<file path="src/rtl/cyc_irq_pkg.sv">
package cyc_irq_pkg;
    localparam int BANK_W = 4;
    localparam int CTRL_W = 4;

    typedef enum logic [1:0] {
        PM_WIDE_A  = 2'd0,
        PM_WIDE_B  = 2'd1,
        PM_FIX_LOW = 2'd2,
        PM_FIX_TOP = 2'd3
    } prg_mode_e;
endpackage

</file>
<file path="src/rtl/cit_ctrl_reg.sv">
module cit_ctrl_reg
    import cyc_irq_pkg::*;
(
    input  logic              clk,
    input  logic              rst_n,
    input  logic              we,
    input  logic [CTRL_W:1]   wdata,
    output logic [CTRL_W:1]   val_q
);
    typedef struct packed {
        logic [CTRL_W:1] val;
    } ctrl_s;

    ctrl_s st_d, st_q;

    always_comb begin
        st_d = st_q;
        if (we) begin
            st_d.val = wdata;
        end
    end

    always_ff @(posedge clk or negedge rst_n) begin
        if (!rst_n) begin
            st_q <= '0;
        end else begin
            st_q <= st_d;
        end
    end

    assign val_q = st_q.val;
endmodule

</file>
<file path="src/rtl/cit_timer.sv">
module cit_timer #(
    parameter int CNT_W = 30,
    parameter int DIP_W = 4
) (
    input  logic             clk,
    input  logic             rst_n,
    input  logic             cpu_cycle,
    input  logic             hold,
    input  logic             ack,
    input  logic [DIP_W-1:0] dip_sel,
    output logic [CNT_W-1:0] count_q,
    output logic             irq
);
    localparam int TOP_W = DIP_W + 1;
    localparam int SHIFT = CNT_W - TOP_W;

    typedef struct packed {
        logic [CNT_W-1:0] count;
        logic             irq;
    } tmr_s;

    tmr_s             st_d, st_q;
    logic [CNT_W-1:0] inc;
    logic [CNT_W-1:0] merged;
    logic             expire;

    always_comb begin
        inc    = st_q.count + CNT_W'(1);
        merged = inc | (CNT_W'(dip_sel) << SHIFT);
        expire = &merged[CNT_W-1 -: TOP_W];
        st_d   = st_q;
        if (ack) begin
            st_d.count = '0;
            st_d.irq   = 1'b0;
        end else if (cpu_cycle && !hold) begin
            if (expire) begin
                st_d.count = '0;
                st_d.irq   = 1'b1;
            end else begin
                st_d.count = inc;
            end
        end
    end

    always_ff @(posedge clk or negedge rst_n) begin
        if (!rst_n) begin
            st_q <= '0;
        end else begin
            st_q <= st_d;
        end
    end

    assign count_q = st_q.count;
    assign irq     = st_q.irq;
endmodule

</file>
<file path="src/rtl/cit_prg_map.sv">
module cit_prg_map
    import cyc_irq_pkg::*;
(
    input  logic [3:1]        ctrl,
    input  logic [1:0]        prg_mode,
    input  logic [BANK_W-1:0] bank_sel,
    output logic [BANK_W-1:0] bank_lo,
    output logic [BANK_W-1:0] bank_hi
);
    localparam logic [BANK_W-1:0] UPPER = BANK_W'(1) << (BANK_W - 1);
    localparam logic [BANK_W-1:0] INNER = UPPER - BANK_W'(1);
    localparam logic [BANK_W-1:0] PAIR  = INNER & ~BANK_W'(1);

    logic [BANK_W-1:0] wide_base;

    always_comb begin
        wide_base = UPPER | (bank_sel & PAIR);
        if (!ctrl[3]) begin
            bank_lo = {1'b0, ctrl[2:1], 1'b0};
            bank_hi = {1'b0, ctrl[2:1], 1'b1};
        end else begin
            case (prg_mode_e'(prg_mode))
                PM_FIX_LOW: begin
                    bank_lo = UPPER;
                    bank_hi = UPPER | (bank_sel & INNER);
                end
                PM_FIX_TOP: begin
                    bank_lo = UPPER | (bank_sel & INNER);
                    bank_hi = UPPER | INNER;
                end
                default: begin
                    bank_lo = wide_base;
                    bank_hi = wide_base | BANK_W'(1);
                end
            endcase
        end
    end
endmodule

</file>
<file path="src/rtl/cyc_irq_outer_bank.sv">
module cyc_irq_outer_bank
    import cyc_irq_pkg::*;
#(
    parameter int CNT_W = 30,
    parameter int DIP_W = 4
) (
    input  logic              clk,
    input  logic              rst_n,
    input  logic              cpu_cycle,
    input  logic [DIP_W-1:0]  dip_sel,
    input  logic              chrsel_we,
    input  logic [CTRL_W:1]   chrsel_wdata,
    input  logic [1:0]        prg_mode,
    input  logic [BANK_W-1:0] prg_bank_sel,
    output logic              irq,
    output logic [BANK_W-1:0] prg_bank_lo,
    output logic [BANK_W-1:0] prg_bank_hi
);
    logic [CTRL_W:1]  ctrl_q;
    logic [CNT_W-1:0] count_q;
    logic             ack;

    assign ack = chrsel_we && chrsel_wdata[4];

    cit_ctrl_reg u_ctrl (
        .clk   (clk),
        .rst_n (rst_n),
        .we    (chrsel_we),
        .wdata (chrsel_wdata),
        .val_q (ctrl_q)
    );

    cit_timer #(
        .CNT_W (CNT_W),
        .DIP_W (DIP_W)
    ) u_timer (
        .clk       (clk),
        .rst_n     (rst_n),
        .cpu_cycle (cpu_cycle),
        .hold      (ctrl_q[4]),
        .ack       (ack),
        .dip_sel   (dip_sel),
        .count_q   (count_q),
        .irq       (irq)
    );

    cit_prg_map u_map (
        .ctrl     (ctrl_q[3:1]),
        .prg_mode (prg_mode),
        .bank_sel (prg_bank_sel),
        .bank_lo  (prg_bank_lo),
        .bank_hi  (prg_bank_hi)
    );
endmodule

</file>
<file path="config.mk">
export PLATFORM = sky130hd
export DESIGN_NAME = cyc_irq_outer_bank
export DESIGN_NICKNAME = d
export VERILOG_FILES = /design/src/rtl/cyc_irq_pkg.sv /design/src/rtl/cit_ctrl_reg.sv /design/src/rtl/cit_timer.sv /design/src/rtl/cit_prg_map.sv /design/src/rtl/cyc_irq_outer_bank.sv
export SDC_FILE = /design/constraint.sdc
export NUM_CORES = 1
export LEC_CHECK = 0
export BUFFER_PORTS_ARGS = -buffer_cell sky130_fd_sc_hd__buf_2
export CORE_MARGIN = 1
export CORE_UTILIZATION = 47
export DETAILED_ROUTE_END_ITERATION = 7
export PLACE_DENSITY = 0.81
export SLEW_MARGIN = 10
export SYNTH_ARGS = -nofsm -noshare
export SYNTH_HDL_FRONTEND = slang
export SYNTH_HIERARCHICAL = 1
export SYNTH_SLANG_ARGS = --single-unit
</file>
<file path="constraint.sdc">
create_clock -name clk -period 2.28 [get_ports clk]
set_input_delay 0.114 -clock clk [delete_from_list [all_inputs] [get_ports clk]]
set_output_delay 0.114 -clock clk [all_outputs]
set_load 0.01 [all_outputs]
</file>
==> out/metrics.cfg, run 1 <==
[yosys]
synth_simple_gate_area_share_pct = 22.4
yosys.area.top_type = dfrtp_1
yosys_warnings = 6
synth-main-ff-cell = dfrtp_1
synth_area_um2 = 2320
yosysMostFrequentCell = dfrtp_1
synth_fa_ha_area_share_pct = 0.539
synthArstFlopShare_pct = 100
synth_nets = 239
synth_cell_types = 48
synth_top_cells_by_count = dfrtp_1, a211oi_2, nand3_1
synth_cells = 220
synthMuxAreaShare_pct = 1.94
synth_xor_area_share_pct = 10.9
synth_compound_area_share_pct = 21.0
synth_top_family_by_area = simple AND/OR/NAND/NOR gates
ys_seq_area_share_pct = 37.7
avgSynthCellArea_um2 = 10.5
ys_seq_elements = 35
synth_enable_flop_cells = 0
yosys-top-cells-area = dfrtp_1, a211oi_2, xor2_1, nand3_1, xnor2_1
synth_top_area_share_pct = 37.7

[clocking]
clock_latency_ns = 0.30
clock_path_buffers = 2
cts_tree = yes
cts-buffers-inserted = 5
cts_sinks = 35
ctsRootBufferMaster = clkbuf_8
clk_pin_slew_worst_paths_ns = 0.09
htree_levels = 2

[critical_path]
crit_arrival_ns = 2.78
endpoint_kind = register
worstSetupPathType = reg -> reg
startpoint_type = register
crit_required_ns = 2.43
r2r_slack_ns = -0.35
crit_fanout = 5

[finish]
fin_nets = 325
layout-drive-gt1-share_pct = 50.5
antenna_cells = 0
utilization_pct = 70.2
area_growth_pct = 42.9
design_area_um2 = 3320
n_fill_cell = 292

[placement]
placed_area_um2 = 2790
dp_slack_ns = -0.199
globalplace.congestion = 0.822
dp_hpwl_mm = 3.93
port_buffers = 25

[outcome]
status = complete, but fails checks
violations = negative setup slack

[floorplan]
die_area_um2 = 5220
core_um2 = 4720
num_rows = 25
die_h_um = 72.3
num_io_pins = 27
fp.dieW_um = 72.3
initial_utilization_pct = 49.1

[power]
p_sw_mw = 0.427
ir_drop_mv = 0.283
power-per-cell-area_nw_per_um2 = 450
p_int_mw = 1.06
p_leak_nw = 1.37
combPwrFrac_pct = 19.5
p_seq_share_pct = 45.4
p_clk_share_pct = 35.1
switching_share_pct = 28.6

[global_route]
grt_max_degree = 36
grt_usage_pct = 26.6
grt_pass1_wl_mm = 10.5
grt_pass1_vias = 2102
antenna_found_initial = 0
overflow = 0

[timing]
whs_ns = 0.0522
slew_headroom_pct = 44.2
finalSetupViolations = 31
final.min_clock_period_ns = 2.63
fmax_ghz = 0.381
hold_viol = 0
slew_violations = 0
period_share_pct = 115
worst_pin_slew_ns = 0.837
tns_ns = -9.69
skew_ns = 0.0141
rsz0062_at_grt = true
worst_slack_ns = -0.346

[route]
wl_per_cell_um = 22.0
via_per_inst = 6.50
routed_wl_mm = 8.24
drt_iter0_drc = 299
drc = 0
vias = 2430
dr.pass1.iters = 5
final_antenna_net_count = 0

[worst_hold_path]
worst_hold_path_type = in -> reg

[job]
cap_viol_max_count = 0

==> power by group through the flow <==
stage | combinational (mW) | clock, mW | sequential (mW)
6_report | 0.291 | 0.523 | 0.678
2_1_floorplan | 0.125 | 0 | 0.684
3_3_place_gp | 0.216 | 0 | 0.683
3_5_place_dp | 0.223 | 0 | 0.684
4_1_cts | 0.257 | 0.507 | 0.679
5_1_grt | 0.307 | 0.545 | 0.682
==> flip-flops by register name (all words and copies together), names as in the netlist <==
signal           count
u_timer/count_q     30
u_ctrl/val_q         4
u_timer/irq          1
==> layout make-up <==
cell class | instances | area (µm²) | share of cell area [%]
tap | 67 | 83.8 | 2.53
clock buffer | 8 | 100 | 3.02
inverter | 5 | 18.8 | 0.566
sequential | 35 | 877 | 26.5
multi-input combinational | 167 | 1490 | 45.0
timing repair buffer | 92 | 744 | 22.5
==> per-stage QoR <==
step / cells / total power, mW
final: 374 / 1.49
after CTS: 366 / 1.44
after detailed placement: 342 / 0.907
after floorplan: 220 / 0.809
after global placement: 342 / 0.899
after global routing: 374 / 1.54
==> cells by family (layout without fill, tap and decap cells) <==
logic type / Yosys count / count (layout)
and+or+nand+nor: 85 / 86
AOI/OAI and AO/OA: 47 / 47
DFF: 35 / 35
xor gates and xnor gates: 29 / 29
buffers and inverters: 19 / 105
muxes: 4 / 4
adders and majority gates: 1 / 1
==> final timing paths <==
| kind | from | endpoint | cells after the start |
|---|---|---|---|
| setup / recovery | u_timer/count_q[15] | u_timer/count_q[9] | 10 |
| hold / removal | chrsel_wdata[3] | u_ctrl/val_q[3] | 2 |
| setup reg to reg | u_timer/count_q[15] | u_timer/count_q[9] | 10 |
| hold reg to reg | u_timer/irq | u_timer/irq | 1 |
| max in group asynchronous | rst_n | u_timer/count_q[1] | 2 |
| min in group asynchronous | rst_n | u_timer/count_q[21] | 2 |
==> cells in the final DEF, fill, tap and decap left out, types with 3 or more instances in the layout <==
cell type and instances:
buf_4 54, dfrtp_1 34, a211oi_2 26, buf_2 25
nand3_1 20, xor2_1 19, nor2_1 10, nand4_1 9
xnor2_1 9, nand2_1 8, clkbuf_8 7, and3_1 6
a21oi_1 5, buf_6 5, buf_12 4, mux2_2 4
inv_1 4, and4_1 3, nor4_4 3, or3_4 3
nor4_1 3
==> worst max-delay path, cell delays in order, from the launching register on <==
cell,delay [ns]
dfrtp_1,0.50
buf_6,0.15
nand4_1,0.23
nor4b_4,0.45
a211oi_2,0.13
a31o_2,0.25
nor4_4,0.29
buf_4,0.19
buf_12,0.11
buf_16,0.12
a211oi_2,0.06
==> metal layers <==
metal / GRT usage (%) / vias to the layer above / share of wire, %
met4: 14.6 / 0 / 6.3
met3: 5.69 / 58 / 8.3
met2: 43.2 / 196 / 48
met5: 0 / - / 0
met1: 33.1 / 1164 / 38
li1: - / 1012 / -
==> what timing repair did <==
| item | in CTS | in global routing |
|---|---|---|
| endpoints found under the hold margin | 35 | 0 |
| pin swaps | 8 | 11 |
| gates cloned | 3 | 1 |
| setup endpoints to repair | 31 | 31 |
| hold buffers | 1 | 0 |
| gates resized for setup | 17 | 20 |
| setup buffers | 13 | 11 |
(Power assumes the default switching activity.)
==> run 2: changes to the inputs <==
- clock period: 2.28 -> 2.1 ns (I/O delays scaled with it)
==> run 2 against run 1 <==
The flow still finishes with violations (negative setup slack). Register-to-register slack improved by 0.06 ns. Maximum frequency rose by 9.9%. Sequential power rose by 8.4%. Largest power group unchanged.
==> out/metrics.cfg, run 2 (synthesis gave the netlist of run 1 again) <==
[outcome]
status = complete, but fails checks
violations = negative setup slack

[power]
switching_share_pct = 27.3  ; -1.4 points
p_int_mw = 1.26  ; +18%
p_sw_mw = 0.472  ; +10%
power-per-cell-area_nw_per_um2 = 511  ; +14%
combPwrFrac_pct = 20.5  ; +1.0 points
p_leak_nw = 1.41  ; +3.1%
p_clk_share_pct = 37.1  ; +2.0 points
ir_drop_mv = 0.340  ; +20%
p_seq_share_pct = 42.5  ; -2.9 points

[finish]
design_area_um2 = 3390  ; +2.2%
antenna_cells = 0  ; unchanged
utilization_pct = 71.7  ; +1.5 points
fin_nets = 329  ; +1.2%
layout-drive-gt1-share_pct = 53.4  ; +2.9 points
final_cell_mix = buf_4, dfrtp_1, a211oi_2
largest_reg_flops = 30  ; unchanged
final_cells = 378  ; +1.1%
area_growth_pct = 46.0
final_common_cell = buf_4

[floorplan]
initial_utilization_pct = 49.1  ; unchanged
fp.dieW_um = 72.3  ; unchanged
num_io_pins = 27  ; unchanged
die_area_um2 = 5220  ; unchanged
core_um2 = 4720  ; unchanged
num_rows = 25  ; unchanged
die_h_um = 72.3  ; unchanged

[job]
cap_viol_max_count = 0  ; unchanged

[worst_hold_path]
min_to = u_ctrl/val_q[3]
min_from = chrsel_wdata[3]
worst_hold_path_type = in -> reg
min_path_cells = 2  ; unchanged

[global_route]
antenna_found_initial = 0  ; unchanged
overflow = 0  ; unchanged
grt_pass1_wl_mm = 11.2  ; +6.6%
grt_pass1_vias = 2254  ; +7.2%
grt_usage_pct = 28.4  ; +1.8 points
grt_max_degree = 36  ; unchanged

[critical_path]
rr_worst_depth = 10  ; unchanged
critPathSlowestCell = or3_4
worstReg2RegEnd = u_timer/irq
worst_r2r_startpoint = u_timer/count_q[23]
worstSetupPathType = reg -> reg
max_stage_delay_ns = 0.44  ; -0.06 ns
path_buf_inv = 4  ; unchanged
crit_arrival_ns = 2.57  ; -0.21 ns
r2r_slack_ns = -0.29  ; +0.06 ns
crit_required_ns = 2.28  ; -0.15 ns
cp_cell_sequence = nand4_1 -> or3_4 -> buf_6 -> o31ai_4 -> nor3b_4 -> nor4_4 -> buf_4 -> buf_6 -> buf_6 -> a22o_1
crit_fanout = 3  ; -2
startpoint_type = register
cp_common_cell = buf_6
endpoint_kind = register
critPathTopFamily = simple AND/OR/NAND/NOR gates

[timing]
slew_headroom_pct = 44.4  ; +0.15 points
worst_slack_ns = -0.289  ; +0.0563 ns
fmax_ghz = 0.419  ; +9.9%
hold_viol = 0  ; unchanged
skew_ns = 0.00441  ; -0.00965 ns
final.min_clock_period_ns = 2.39  ; -0.236 ns
rsz0062_at_grt = true
finalSetupViolations = 31  ; unchanged
slew_violations = 0  ; unchanged
period_share_pct = 114  ; -1.4 points
worst_pin_slew_ns = 0.835  ; -0.00229 ns

[placement]
dp_hpwl_mm = 3.94  ; +0.29%
placed_area_um2 = 2900  ; +4.1%
port_buffers = 25  ; unchanged
dp_slack_ns = -0.212  ; -0.0125 ns
globalplace.congestion = 0.833  ; +1.3%
dp_cells = 348  ; +1.8%

[clocking]
clock_latency_ns = 0.29  ; about the same
cts_sinks = 35  ; unchanged
ctsRootBufferMaster = clkbuf_8
cts_tree = yes
clock_path_buffers = 2  ; unchanged
cts-buffers-inserted = 5  ; unchanged
htree_levels = 2  ; unchanged
clk_pin_slew_worst_paths_ns = 0.08  ; about the same

[route]
via_per_inst = 6.19  ; -4.7%
wl_per_cell_um = 20.6  ; -6.6%
routed_wl_mm = 7.78  ; -5.6%
drc = 0  ; unchanged
drt_iter0_drc = 196  ; -34%
dr.pass1.iters = 5  ; unchanged
vias = 2340  ; -3.7%
final_antenna_net_count = 0  ; unchanged

==> run 2: cell types whose count changed in the layout (fill, tap and decap cells not counted), moves of 2 or more <==
| cell | change |
|---|---|
| buf_4 | +6 |
| a211oi_2 | +2 |
| buf_12 | -2 |
| a211oi_4 | -2 |
==> run 2: cell type report <==
type | instances | area, µm²
clock buffers | 6 | 82.6
clock inverters | 2 | 35.0
fillers | 282 | 1340
inverters | 5 | 18.8
multi-input cells | 166 | 1530
flip-flops and latches | 35 | 878
well taps | 67 | 83.8
repair buffers | 97 | 763
==> run 2: what timing repair did <==
item | 4_1_cts | 5_1_grt
cloned | 3 | 0
hold buffers | 1 | 0
setup buffers | 12 | 8
pin swaps | 8 | 16
resized for setup | 19 | 16
endpoints found under the hold margin | 35 | 0
setup endpoints to repair | 31 | 31
==> run 2: worst reg2reg max path, cell delays in order, from the launching register on <==
cell	delay [ns]
dfrtp_1	0.37
nand4_1	0.16
or3_4	0.45
buf_6	0.14
o31ai_4	0.25
nor3b_4	0.26
nor4_4	0.08
buf_4	0.15
buf_6	0.12
buf_6	0.10
a22o_1	0.18
==> run 2: worst max-delay path by stage <==
stage / startpoint / end / cells after the start
2_1_floorplan: u_timer/count_q[0] / u_timer/count_q[20] / 8
3_3_place_gp: u_timer/count_q[1] / u_timer/count_q[6] / 8
6_report: u_timer/count_q[23] / u_timer/irq / 10
4_1_cts: u_timer/count_q[1] / u_timer/irq / 9
3_5_place_dp: u_timer/count_q[1] / u_timer/count_q[17] / 8
5_1_grt: u_timer/count_q[1] / u_timer/count_q[4] / 9
==> run 2: per-stage QoR <==
stage               hold slack, ns  power [mW]  TNS (ns)
finish                      0.0574        1.73     -7.60
floorplan                   -0.191       0.882         0
CTS                         0.0436        1.66     -3.87
global route                0.0532        1.79    -10.89
detailed placement           0.242       0.991     -5.96
global placement             0.222       0.979     -4.21
==> run 2: routing by layer <==
metal	up-vias	global-route usage (%)	share of wire, %
li1	1015	-	-
met1	1138	33.1	38
met2	139	50.3	50
met3	48	5.42	6.2
met4	0	13.1	5.8
met5	-	0	0
==> run 2: power groups by stage <==
stage	clock network, mW	logic (mW)	registers [mW]
2_1_floorplan	0	0.138	0.744
3_3_place_gp	0	0.238	0.741
3_5_place_dp	0	0.249	0.742
4_1_cts	0.641	0.287	0.730
5_1_grt	0.672	0.374	0.740
6_report	0.641	0.354	0.735
==> run 3: changes to the inputs <==
- SKIP_CTS_REPAIR_TIMING: default -> 1
==> run 3 against run 2 <==
The flow still finishes with violations (negative setup slack). First-iteration DRC count grew 18%. Worst setup slack lost 0.16 ns. Critical path depth is the same. Routed wire length shrank 4.4%. Flip-flop and latch count is the same. Clock skew grew 0.0042 ns. Non-clock buffer count shrank 4. Clock power grew 2%. Die area is the same. Largest power group unchanged.
==> out/metrics.cfg, run 3 (synthesis gave the netlist of run 1 again) <==
[outcome]
status = complete, but fails checks
violations = negative setup slack

[power]
p_seq_share_pct = 43.8  ; +1.3 points
p_sw_mw = 0.456  ; -3.4%
p_int_mw = 1.22  ; -3.3%
power-per-cell-area_nw_per_um2 = 502  ; -1.7%
p_leak_nw = 1.38  ; -1.8%
ir_drop_mv = 0.297  ; -13%
switching_share_pct = 27.2  ; about the same
p_clk_share_pct = 38.9  ; +1.8 points
combPwrFrac_pct = 17.3  ; -3.2 points
power_mw = 1.67  ; -3.3%

[critical_path]
endpoint_kind = register
worst_r2r_startpoint = u_timer/count_q[23]
worstReg2RegEnd = u_timer/irq
crit_arrival_ns = 2.75  ; +0.18 ns
rr_worst_depth = 10  ; unchanged
r2r_slack_ns = -0.45  ; -0.16 ns
crit_required_ns = 2.30  ; +0.02 ns
startpoint_type = register
worstSetupPathType = reg -> reg
crit_fanout = 5  ; +2

[timing]
fmax_ghz = 0.393  ; -6.1%
worst_slack_ns = -0.445  ; -0.156 ns
worst_pin_slew_ns = 0.826  ; -0.00879 ns
skew_ns = 0.00864  ; +0.00423 ns
final.min_clock_period_ns = 2.55  ; +0.156 ns
slew_violations = 0  ; unchanged
finalSetupViolations = 31  ; unchanged
rsz0062_at_grt = true
hold_viol = 0  ; unchanged
slew_headroom_pct = 44.9  ; +0.59 points
period_share_pct = 121  ; +7.4 points

[floorplan]
core_um2 = 4720  ; unchanged
die_area_um2 = 5220  ; unchanged
num_rows = 25  ; unchanged
num_io_pins = 27  ; unchanged
initial_utilization_pct = 49.1  ; unchanged
fp.dieW_um = 72.3  ; unchanged
die_h_um = 72.3  ; unchanged

[global_route]
overflow = 0  ; unchanged
antenna_found_initial = 0  ; unchanged
grt_pass1_wl_mm = 9.47  ; -15%
grt_pass1_vias = 1974  ; -12%
grt_usage_pct = 23.6  ; -4.8 points
grt_max_degree = 36  ; unchanged

[placement]
globalplace.congestion = 0.833  ; unchanged
dp_cells = 348  ; unchanged
port_buffers = 25  ; unchanged
dp_hpwl_mm = 3.94  ; unchanged

[clocking]
cts-buffers-inserted = 5  ; unchanged
htree_levels = 2  ; unchanged
cts_tree = yes
cts_sinks = 35  ; unchanged
ctsRootBufferMaster = clkbuf_8
clock_path_buffers = 2  ; unchanged
clock_latency_ns = 0.31  ; +0.02 ns
clk_pin_slew_worst_paths_ns = 0.08  ; about the same

[route]
drc = 0  ; unchanged
wl_per_cell_um = 19.9  ; -3.4%
vias = 2313  ; -1.2%
dr.pass1.iters = 5  ; unchanged
via_per_inst = 6.18  ; about the same
final_antenna_net_count = 0  ; unchanged
drt_iter0_drc = 232  ; +18%
routed_wl_mm = 7.43  ; -4.4%

[finish]
final_common_cell = buf_4
final_cells = 374  ; -1.1%
antenna_cells = 0  ; unchanged
largest_reg_flops = 30  ; unchanged
final_cell_mix = buf_4, dfrtp_1, a211oi_2
layout-drive-gt1-share_pct = 51.5  ; -1.9 points
fin_nets = 325  ; -1.2%
area_growth_pct = 43.6

[worst_hold_path]
min_to = u_ctrl/val_q[1]
min_path_cells = 2  ; unchanged
worst_hold_path_type = in -> reg
min_from = chrsel_wdata[1]

[job]
cap_viol_max_count = 0  ; unchanged

-- run 3: power groups by stage --
stage / clock, mW / combinational (mW) / sequential, mW
final: 0.651 / 0.290 / 0.733
after global routing: 0.680 / 0.306 / 0.738
after CTS: 0.641 / 0.252 / 0.730
after detailed placement: 0 / 0.249 / 0.742
after global placement: 0 / 0.238 / 0.741
after floorplan: 0 / 0.138 / 0.744
-- run 3: worst max-delay path by stage --
stage,cells after the start,slack [ns],end,from
3_3_place_gp,8,-0.15,u_timer/count_q[6],u_timer/count_q[1]
6_report,10,-0.45,u_timer/irq,u_timer/count_q[23]
4_1_cts,8,-0.24,u_timer/count_q[17],u_timer/count_q[1]
3_5_place_dp,8,-0.21,u_timer/count_q[17],u_timer/count_q[1]
2_1_floorplan,8,0.006,u_timer/count_q[20],u_timer/count_q[0]
5_1_grt,10,-0.45,u_timer/irq,u_timer/count_q[23]
-- run 3: layout make-up --
type | instances | area [µm²]
multi-input combinational | 166 | 1480
clock buffer | 6 | 82.6
fill | 298 | 1390
clock inverter | 2 | 35.0
timing repair buffer | 93 | 752
sequential | 35 | 876
inverter | 5 | 18.8
tap | 67 | 83.8
-- run 3: worst max-delay path, cell delays in order, from the launching register on --
cell and delay [ns]:
dfrtp_1 0.36, nand4_1 0.19, or3_4 0.44, buf_4 0.15, o31ai_2 0.31, nor3b_4 0.32, nor4_4 0.08, buf_6 0.15
buf_4 0.15, buf_4 0.12, a22o_1 0.17
-- run 3: metrics by stage --
step / area [µm²] / hold WS (ns) / utilization (%) / TNS, ns / worst slack (ns)
6_report: 3330 / 0.0248 / 70.5 / -10.31 / -0.445
5_1_grt: 3330 / 0.0374 / 70.5 / -11.49 / -0.455
4_1_cts: 3020 / -0.0691 / 63.9 / -6.84 / -0.243
3_3_place_gp: 2900 / 0.222 / 61.4 / -4.21 / -0.147
3_5_place_dp: 2900 / 0.242 / 61.4 / -5.96 / -0.212
2_1_floorplan: 2400 / -0.191 / - / 0 / 0.00628
-- run 3: routing by layer --
layer | share of wire [%] | track usage [%] | up-vias
li1 | - | - | 1008
met1 | 40 | 29.3 | 1141
met2 | 50 | 41.4 | 128
met3 | 5.9 | 4.31 | 36
met4 | 3.6 | 7.41 | 0
met5 | 0 | 0 | -
